$ cat src/rtl/irq_arb_pkg.sv
package irq_arb_pkg;
  localparam int LVL_W   = 3;
  localparam int NUM_LVL = 1 << LVL_W;
  // opcode bits 15:3 that select the set-priority instruction
  localparam logic [12:0] SETPRI_OP_HI = 13'h0013;

  typedef logic [LVL_W-1:0] lvl_t;

  function automatic logic is_setpri(input logic [15:0] op);
    return op[15:3] == SETPRI_OP_HI;
  endfunction
endpackage

$ cat src/rtl/irq_rst_sync.sv
module irq_rst_sync (
  input  logic clk,
  input  logic rst_n_in,
  output logic rst_n_out
);
  logic [1:0] sync_q;

  always_ff @(posedge clk or negedge rst_n_in) begin
    if (!rst_n_in) sync_q <= 2'b00;
    else           sync_q <= {sync_q[0], 1'b1};
  end

  assign rst_n_out = sync_q[1];
endmodule

$ cat src/rtl/irq_pend_order.sv
module irq_pend_order #(
  parameter int N_SRC = 8
) (
  input  logic                        clk,
  input  logic                        rst_n,
  input  logic [N_SRC-1:0]            set_i,
  input  logic [N_SRC-1:0]            clr_i,
  input  logic [N_SRC-1:0]            ack_i,
  input  logic [N_SRC-1:0]            edge_i,
  output logic [N_SRC-1:0]            pending_o,
  output logic [N_SRC-1:0][N_SRC-1:0] older_o
);
  logic [N_SRC-1:0]            pend_q, pend_d;
  logic [N_SRC-1:0]            arrive;
  logic [N_SRC-1:0][N_SRC-1:0] older_q, older_d;

  // a source arrives when it is set, not yet pending and not withdrawn
  assign arrive = set_i & ~pend_q & ~clr_i;

  always_comb begin
    pend_d = (pend_q & ~clr_i & ~(ack_i & edge_i)) | arrive;
  end

  // older[r][c] = 1 means source r became pending before source c
  always_comb begin
    older_d = older_q;
    for (int r = 0; r < N_SRC; r++) begin
      for (int c = 0; c < N_SRC; c++) begin
        if (arrive[r] && arrive[c]) older_d[r][c] = (r < c);
        else if (arrive[c])         older_d[r][c] = 1'b1;
        else if (arrive[r])         older_d[r][c] = 1'b0;
      end
    end
  end

  always_ff @(posedge clk or negedge rst_n) begin
    if (!rst_n) begin
      pend_q  <= '0;
      older_q <= '0;
    end else begin
      pend_q  <= pend_d;
      older_q <= older_d;
    end
  end

  assign pending_o = pend_q;
  assign older_o   = older_q;

  for (genvar g = 0; g < N_SRC; g++) begin : g_chk

    edge_ack_drop_chk: assert property (@(posedge clk) disable iff (!rst_n)
      (ack_i[g] && edge_i[g]) |=> !pending_o[g]);

    clr_drop_chk: assert property (@(posedge clk) disable iff (!rst_n)
      clr_i[g] |=> !pending_o[g]);

    set_hold_chk: assert property (@(posedge clk) disable iff (!rst_n)
      (pending_o[g] && set_i[g] && !clr_i[g] && !(ack_i[g] && edge_i[g])) |=> pending_o[g]);
  end
endmodule

$ cat src/rtl/irq_level_pick.sv
module irq_level_pick
  import irq_arb_pkg::*;
#(
  parameter int N_SRC = 8,
  parameter int VEC_W = 9
) (
  input  logic [N_SRC-1:0]            pending_i,
  input  logic [N_SRC-1:0][N_SRC-1:0] older_i,
  input  logic [LVL_W*N_SRC-1:0]      lvl_i,
  input  logic [VEC_W*N_SRC-1:0]      vec_i,
  input  lvl_t                        cur_pri_i,
  input  logic                        eval_i,
  output logic                        take_o,
  output logic [N_SRC-1:0]            ack_o,
  output logic [VEC_W-1:0]            vec_o,
  output lvl_t                        lvl_o
);
  lvl_t               src_lvl [N_SRC];
  logic [VEC_W-1:0]   src_vec [N_SRC];
  logic [NUM_LVL-1:0] lvl_busy;
  logic               found;
  lvl_t               best;
  logic [N_SRC-1:0]   cand, win;

  for (genvar s = 0; s < N_SRC; s++) begin : g_src
    assign src_lvl[s] = lvl_i[s*LVL_W +: LVL_W];
    assign src_vec[s] = vec_i[s*VEC_W +: VEC_W];
  end

  for (genvar l = 0; l < NUM_LVL; l++) begin : g_lvl
    logic [N_SRC-1:0] at_lvl;
    for (genvar s = 0; s < N_SRC; s++) begin : g_m
      assign at_lvl[s] = pending_i[s] && (src_lvl[s] == lvl_t'(l));
    end
    assign lvl_busy[l] = |at_lvl;
  end

  // scan from the top level down to one above the processor priority
  always_comb begin
    found = 1'b0;
    best  = '0;
    for (int l = NUM_LVL - 1; l >= 0; l--) begin
      if (!found && (l > int'(cur_pri_i)) && lvl_busy[l]) begin
        found = 1'b1;
        best  = lvl_t'(l);
      end
    end
  end

  // oldest pending source at the winning level
  always_comb begin
    for (int s = 0; s < N_SRC; s++) cand[s] = pending_i[s] && (src_lvl[s] == best);
    for (int s = 0; s < N_SRC; s++) begin
      win[s] = cand[s];
      for (int o = 0; o < N_SRC; o++) begin
        if (o != s && cand[o] && older_i[o][s]) win[s] = 1'b0;
      end
    end
  end

  assign take_o = eval_i && found;
  assign ack_o  = take_o ? win : '0;
  assign lvl_o  = best;

  always_comb begin
    vec_o = '0;
    for (int s = 0; s < N_SRC; s++) begin
      if (ack_o[s]) vec_o = vec_o | src_vec[s];
    end
  end
endmodule

$ cat src/rtl/irq_cpu_ctl.sv
module irq_cpu_ctl
  import irq_arb_pkg::*;
(
  input  logic        clk,
  input  logic        rst_n,
  input  logic        psw_wr_i,
  input  lvl_t        psw_pri_i,
  input  logic        op_valid_i,
  input  logic [15:0] opcode_i,
  input  logic        wait_req_i,
  input  logic        take_i,
  output lvl_t        cur_pri_o,
  output logic        waiting_o,
  output logic        wake_o
);
  lvl_t pri_q, pri_d;
  logic pri_en;
  logic wait_q, wait_d, wait_en;
  logic setpri;

  assign setpri = op_valid_i && is_setpri(opcode_i);
  assign pri_en = psw_wr_i || setpri;

  always_comb begin
    pri_d = pri_q;
    if (psw_wr_i)    pri_d = psw_pri_i;
    else if (setpri) pri_d = opcode_i[LVL_W-1:0];
  end

  assign wait_en = take_i || wait_req_i;
  assign wait_d  = !take_i;

  always_ff @(posedge clk or negedge rst_n) begin
    if (!rst_n) begin
      pri_q  <= '0;
      wait_q <= 1'b0;
    end else begin
      if (pri_en)  pri_q  <= pri_d;
      if (wait_en) wait_q <= wait_d;
    end
  end

  assign cur_pri_o = pri_q;
  assign waiting_o = wait_q;
  assign wake_o    = take_i && wait_q;


  setpri_load_chk: assert property (@(posedge clk) disable iff (!rst_n)
    (setpri && !psw_wr_i) |=> (cur_pri_o == $past(opcode_i[LVL_W-1:0])));

  psw_load_chk: assert property (@(posedge clk) disable iff (!rst_n)
    psw_wr_i |=> (cur_pri_o == $past(psw_pri_i)));

  take_unwait_chk: assert property (@(posedge clk) disable iff (!rst_n)
    take_i |=> !waiting_o);
endmodule

$ cat src/rtl/irq_prio_arb.sv
module irq_prio_arb
  import irq_arb_pkg::*;
#(
  parameter int N_SRC = 8,
  parameter int VEC_W = 9
) (
  input  logic                   clk,
  input  logic                   rst_n,
  input  logic [N_SRC-1:0]       irq_set,
  input  logic [N_SRC-1:0]       irq_clr,
  input  logic [N_SRC-1:0]       irq_edge,
  input  logic [3*N_SRC-1:0]     irq_lvl,
  input  logic [VEC_W*N_SRC-1:0] irq_vec,
  input  logic                   boundary,
  input  logic                   cpu_halted,
  input  logic                   wait_req,
  input  logic                   psw_wr,
  input  logic [2:0]             psw_pri_wdata,
  input  logic                   op_valid,
  input  logic [15:0]            opcode,
  output logic                   take,
  output logic [VEC_W-1:0]       take_vec,
  output logic [2:0]             take_lvl,
  output logic [N_SRC-1:0]       irq_ack,
  output logic [2:0]             cur_pri,
  output logic                   waiting,
  output logic                   wake
);
  logic                        rst_n_s;
  logic [N_SRC-1:0]            pending;
  logic [N_SRC-1:0][N_SRC-1:0] older;
  logic                        eval;

  irq_rst_sync u_rst (
    .clk      (clk),
    .rst_n_in (rst_n),
    .rst_n_out(rst_n_s)
  );

  irq_pend_order #(.N_SRC(N_SRC)) u_pend (
    .clk      (clk),
    .rst_n    (rst_n_s),
    .set_i    (irq_set),
    .clr_i    (irq_clr),
    .ack_i    (irq_ack),
    .edge_i   (irq_edge),
    .pending_o(pending),
    .older_o  (older)
  );

  // a waiting core is re-examined every cycle, a running one at boundaries
  assign eval = !cpu_halted && (boundary || waiting);

  irq_level_pick #(.N_SRC(N_SRC), .VEC_W(VEC_W)) u_pick (
    .pending_i(pending),
    .older_i  (older),
    .lvl_i    (irq_lvl),
    .vec_i    (irq_vec),
    .cur_pri_i(cur_pri),
    .eval_i   (eval),
    .take_o   (take),
    .ack_o    (irq_ack),
    .vec_o    (take_vec),
    .lvl_o    (take_lvl)
  );

  irq_cpu_ctl u_ctl (
    .clk       (clk),
    .rst_n     (rst_n_s),
    .psw_wr_i  (psw_wr),
    .psw_pri_i (psw_pri_wdata),
    .op_valid_i(op_valid),
    .opcode_i  (opcode),
    .wait_req_i(wait_req),
    .take_i    (take),
    .cur_pri_o (cur_pri),
    .waiting_o (waiting),
    .wake_o    (wake)
  );


  take_halt_chk: assert property (@(posedge clk) disable iff (!rst_n_s)
    take |-> (!cpu_halted && (boundary || waiting)));

  take_above_chk: assert property (@(posedge clk) disable iff (!rst_n_s)
    take |-> (take_lvl > cur_pri));

  ack_onehot_chk: assert property (@(posedge clk) disable iff (!rst_n_s)
    ($onehot0(irq_ack) && (take == (irq_ack != '0))));
endmodule

$ cat config.mk
export PLATFORM = sky130hd
export DESIGN_NAME = irq_prio_arb
export DESIGN_NICKNAME = d
export VERILOG_FILES = /design/src/rtl/irq_arb_pkg.sv /design/src/rtl/irq_rst_sync.sv /design/src/rtl/irq_pend_order.sv /design/src/rtl/irq_level_pick.sv /design/src/rtl/irq_cpu_ctl.sv /design/src/rtl/irq_prio_arb.sv
export SDC_FILE = /design/constraint.sdc
export NUM_CORES = 1
export LEC_CHECK = 0
export BUFFER_PORTS_ARGS = -buffer_cell sky130_fd_sc_hd__buf_2
export CELL_PAD_IN_SITES_DETAIL_PLACEMENT = 1
export CELL_PAD_IN_SITES_GLOBAL_PLACEMENT = 2
export CORE_ASPECT_RATIO = 1.5
export CORE_UTILIZATION = 31
export CTS_CLUSTER_DIAMETER = 30
export DETAILED_ROUTE_END_ITERATION = 10
export PLACE_DENSITY = 0.9
export SLEW_MARGIN = 20
export SYNTH_ARGS = -nofsm -noshare
export SYNTH_HDL_FRONTEND = slang
export SYNTH_HIERARCHICAL = 1
export SYNTH_SLANG_ARGS = --single-unit
$ cat constraint.sdc
create_clock -name clk -period 4.42 [get_ports clk]
set_input_delay 0.221 -clock clk [delete_from_list [all_inputs] [get_ports clk]]
set_output_delay 0.221 -clock clk [all_outputs]
set_load 0.005 [all_outputs]
# Word-level counts from Yosys, hierarchy flattened
# Cells that the tools add are included.
# classes
reduce_logical,213
n_eq_ne,65
bitwise,16
n_lt_le_gt_ge,7
muxes,201
# ops
cell,count
1-bit 2-to-1 mux,183
1-bit logical AND,165
3-bit == test (second input constant),32
3-bit nonzero test,28
9-bit 2-to-1 mux,8
9-bit bitwise OR,7
8-bit OR reduction,7
3-bit by 2-bit == test with 1-bit output (second input constant),16
8-bit AND,5
3-bit 2-to-1 mux,9
3-bit by 1-bit == test with 1-bit output (second input constant),8
3-bit == test,8
8-bit inverter,3
13-bit by 5-bit == test with 1-bit output (second input constant),1
3-bit > comparator (first input constant),4
1-bit logical NOT,8
8-bit 2-to-1 mux,1
8-bit bitwise OR,1
2-bit by 3-bit > comparator with 1-bit output (first input constant),2
1-bit by 3-bit > comparator with 1-bit output (first input constant),1
1-bit logical OR,3
2-bit AND reduction,1
2-bit nonzero test,1
# word_totals
output_inout_bits,26
reg_bits,70

# Longest topological paths before layout
# depth
ltp_word,55
mapped_depth,15

# Cells and area by module
# The synthesis kept the hierarchy.
# by_module_without_submodules
module,n_inst,area_each_um2,cells_per_inst
irq_level_pick,1,2547.4,335
irq_pend_order,1,2394.8,181
irq_cpu_ctl,1,224.0,18
irq_rst_sync,1,53.8,3
irq_prio_arb,1,10.0,1

# Least setup slack after synthesis
# Ideal clock, no wire load.
# synth_timing
path_kind,flip-flop to output port
startpoint,reg u_pend.pend_q[1] (netlist: u_pend/pending_o[1])
endpoint,out take_vec[0]
t_arrival_ns,3.498
t_required_ns,4.199
path_slack_ns,0.701
stages_incl_launch_ff,15
path_cell_list,dfrtp_1 buf_2 nand4b_1 nand4_1 nor4_4 a22oi_2 or2_1 buf_6 buf_6 o41a_1 a211oi_1 nand4_1 a2111oi_4 a22oi_1 nand4_1
# synth_rtl
item,line,rtl
from (decl),irq_pend_order.sv:13,"logic [N_SRC-1:0] pend_q, pend_d;"
from (signal assigned),irq_pend_order.sv:41,pend_q <= pend_d;
1-bit logical AND,irq_level_pick.sv:33,assign at_lvl[s] = pending_i[s] && (src_lvl[s] == lvl_t'(l));
8-bit OR reduction,irq_level_pick.sv:35,assign lvl_busy[l] = |at_lvl;
1-bit logical AND,irq_level_pick.sv:43,if (!found && (l > int'(cur_pri_i)) && lvl_busy[l]) begin
1-bit 2-to-1 mux,irq_level_pick.sv:43,
1-bit logical NOT,irq_level_pick.sv:43,
1-bit logical AND (2 in series),irq_level_pick.sv:43,
1-bit 2-to-1 mux,irq_level_pick.sv:43,
1-bit logical NOT,irq_level_pick.sv:43,
[19 not listed],-,
via take_lvl[2],irq_prio_arb.sv:23,"output logic [2:0] take_lvl,"
[11 not listed],-,
via irq_ack[3],irq_prio_arb.sv:24,"output logic [N_SRC-1:0] irq_ack,"
[1 not listed],-,
9-bit bitwise OR,irq_level_pick.sv:68,if (ack_o[s]) vec_o = vec_o | src_vec[s];
9-bit 2-to-1 mux *,irq_level_pick.sv:68,
9-bit bitwise OR,irq_level_pick.sv:68,
9-bit 2-to-1 mux *,irq_level_pick.sv:68,
9-bit bitwise OR,irq_level_pick.sv:68,
9-bit 2-to-1 mux *,irq_level_pick.sv:68,
9-bit bitwise OR,irq_level_pick.sv:68,
9-bit 2-to-1 mux *,irq_level_pick.sv:68,
to (decl),irq_prio_arb.sv:22,"output logic [VEC_W-1:0] take_vec,"
# The timed path passes the listed nets; every way through them passes the cells marked *.

# Final worst setup path
# layout_timing
startpoint,reg u_pend.pend_q[1] (netlist: u_pend/pending_o[1])
endpoint,out take_vec[4]
# layout_between
elab_chain_cells,54
# layout_rtl
item,line
1-bit logical AND,irq_level_pick.sv:33
8-bit OR reduction,irq_level_pick.sv:35
1-bit logical AND,irq_level_pick.sv:43
1-bit 2-to-1 mux,irq_level_pick.sv:43
1-bit logical NOT,irq_level_pick.sv:43
1-bit logical AND (2 in series),irq_level_pick.sv:43
1-bit 2-to-1 mux,irq_level_pick.sv:43
1-bit logical NOT,irq_level_pick.sv:43
[37 not listed],-
9-bit bitwise OR,irq_level_pick.sv:68
9-bit 2-to-1 mux,irq_level_pick.sv:68
9-bit bitwise OR,irq_level_pick.sv:68
9-bit 2-to-1 mux,irq_level_pick.sv:68
9-bit bitwise OR,irq_level_pick.sv:68
9-bit 2-to-1 mux,irq_level_pick.sv:68
9-bit bitwise OR,irq_level_pick.sv:68
9-bit 2-to-1 mux *,irq_level_pick.sv:68
# Every way passes the cells marked *; elsewhere a longest branch is shown, timed or not.

==> run metrics <==
Worst Clk Skew=0.00889 ns; drt wl/cell=25.0 µm; hold path startpoint=irq_clr[3]; Final Routed Wirelength=25.0 mm; Worst Hold Depth=2; via count=a little under 6000; Crit Path Max Fanout=13; Slew Limit Fails=0; CTS Buf Count=9; worst reg2reg path startpoint=u_pend/pending_o[1]; Tot Pwr=between 2 and 2.5 mW; drt first-iter violations=446; Crit path largest cell delay=0.46 ns; Fin. Hold Viols=0; vias in the first global route=~6300; RR Endpoint=u_pend/pending_o[0]; cell family with most CP delay=compound AO/OA/AOI/OAI gates; Rel. slew slack=25.1%; syn_nets=675; Vias/cell=5.97; register area=1760 µm²; WP data arrival=about 4.2 ns; routed wl met3=860 µm; dpl hpwl=19.1 mm; FF-to-FF setup slack=just over 0.4 ns; CP max stage cell=dfrtp_1; Worst Setup Start Kind=flop; CTS tree=yes; first-pass GRT wire length=36.6 mm; Worst-Margin Slew=1.12 ns; met1 WL=9.27 mm; Final TNS setup=0 ns; synthesized area=just over 5000 µm²; Met2 Wirelength=13.4 mm; Hold WS=0.0396 ns; Area Overhead vs Synth=47.7%; antenna viol nets, final=0; Highest Signal Layer=met4; row cnt=57; deepest clock path buffer count=2; area of the multi-input gates=3390 µm²; CP Cell Sequence=buf_4 > nand4_1 > o21ai_2 > o41ai_4 > a22oi_2 > and4bb_2 > buf_12 > or3_1 > buf_4 > a211oi_1 > o2111ai_2 > a2111oi_4 > buf_12 > a22oi_1 > nand4_1 > buf_2; routability cong.=0.928; status=finished clean; RSZ-0062 raised after global routing=true; share of layout cells above drive strength 1=48.2%; maximum capacitance violations=0; ant diodes=0; Hold/Removal Path Class=input port to flop; pin count of the biggest net entering global routing=58; Ys Warns=6; grt total ovfl=0; DIE AREA=about 17000 µm²; R2R depth=14; Total GRT Usage=28.5%; initial antenna violation count=0; Die Ht=160 µm; CTS H-tree lvls=3; Die X=107 µm; Final period util=99.3%; port bufs=between 150 and 200; Avg Cell Area, Syn=9.77 µm²; Hold EP=u_pend/pending_o[3]; clk root buf=clkbuf_16; Peak VDD IR=190 µV; worst setup path category=flop to output port; worst skew pair latency=0.35 ns; leak pwr=3.45 nW; TritonRoute pass-1 iters=5; Cells after Synth=roughly 530; Starting Density=between 30% and 40%; Core ar.=16300 µm²; pwr dens=300 nW/µm²; nature of the critical path endpoint=output port; setup violators final=0; Clock Sinks=70; Max Freq=228 MHz; Fillers=roughly 1900; Buffers & Inverters on Critical Path=5; Nets=935; WP data required=about 4.2 ns; clock-pin slew on the worst setup and hold paths=0.06 ns; # DRC=0; # IOs=172; fin crit period=between 4 and 5 ns
flip-flops by register name, indices dropped and copies added, names as in the netlist:
register / cells
u_ctl/cur_pri_o: 3
u_ctl/waiting_o: 1
u_pend/older_o: 56
u_pend/pending_o: 8
u_rst/sync_q: 2
cell usage in the layout (no fill, tap or decap), types with 5 or more instances in the layout:
cell	instances
mux2_2	6
o211ai_1	19
nor4bb_1	7
nor3_1	9
nand4b_1	18
clkbuf_16	9
a31oi_1	6
or3_1	5
dfrtp_2	6
buf_12	7
o21ai_0	9
a222oi_1	9
a21oi_1	9
nor2_1	16
or3b_1	7
nand3_1	7
buf_4	102
dfrtp_1	64
a221oi_1	6
nor3b_1	12
a22oi_1	19
a21o_1	22
o21a_1	19
inv_1	30
o41a_1	5
a211oi_2	5
a21boi_0	5
nand2_1	22
xnor2_1	7
a2111oi_4	6
buf_2	171
a21oi_2	7
a311oi_1	9
nand4_1	22
per-stage QoR:
step,std cells,area [µm²],util (%),worst slack (ns)
floorplan,529,5170,-,0.701
finish,1000,7630,46.9,0.0314
global placement,961,6850,42.1,0.0855
global route,1000,7630,46.9,-0.0741
detailed placement,961,6850,42.1,-0.00529
CTS,986,7300,44.9,0.00142
worst register-to-register path: cells and delay by family (launching register included):
family / cells / cell delay [ns]
AO/OA/AOI/OAI: 5 / 1.38
buffers and inverters: 4 / 0.71
flip-flops: 1 / 0.45
AND/OR/NAND/NOR: 5 / 1.31
layer usage:
metal / GRT usage [%] / vias to the layer above
met5: 0 / -
met4: 17.3 / 0
met3: 3.10 / 74
met2: 52.6 / 203
met1: 30.4 / 3040
li1: - / 2649
report_power, final:
group	switching [mW]	internal [mW]
Combinational	0.416	0.364
Sequential	0.0817	0.736
Clock	0.285	0.410
cell type report:
type                    instances  area share, %
clock buffers                  13           3.41
clock inverters                 3          0.262
inverters                      30           1.48
multi-input cells             392           44.4
flip-flops and latches         70           23.1
well taps                     206           3.38
repair buffers                286           24.0
worst max-delay path by stage:
stage	start	to	slack, ns	cells after the start
3_3_place_gp	u_pend/pending_o[1]	take_vec[4]	0.09	15
2_1_floorplan	u_pend/pending_o[1]	take_vec[0]	0.70	14
4_1_cts	u_pend/pending_o[6]	take_vec[4]	0.001	17
5_1_grt	u_pend/pending_o[2]	take_vec[4]	-0.07	18
3_5_place_dp	u_pend/pending_o[3]	take_vec[4]	-0.005	14
6_report	u_pend/pending_o[1]	take_vec[4]	0.03	16
timing repair:
item | 4_1_cts | 5_1_grt
pin swaps | 8 | 23
gates resized for setup | 17 | 45
hold endpoints to repair | 2 | 0
endpoints found under the setup margin | 11 | 9
setup buffers | 8 | 15
hold buffers | 1 | 0
cloned | 0 | 1
Note: power is estimated with default switching activity, not from simulation.
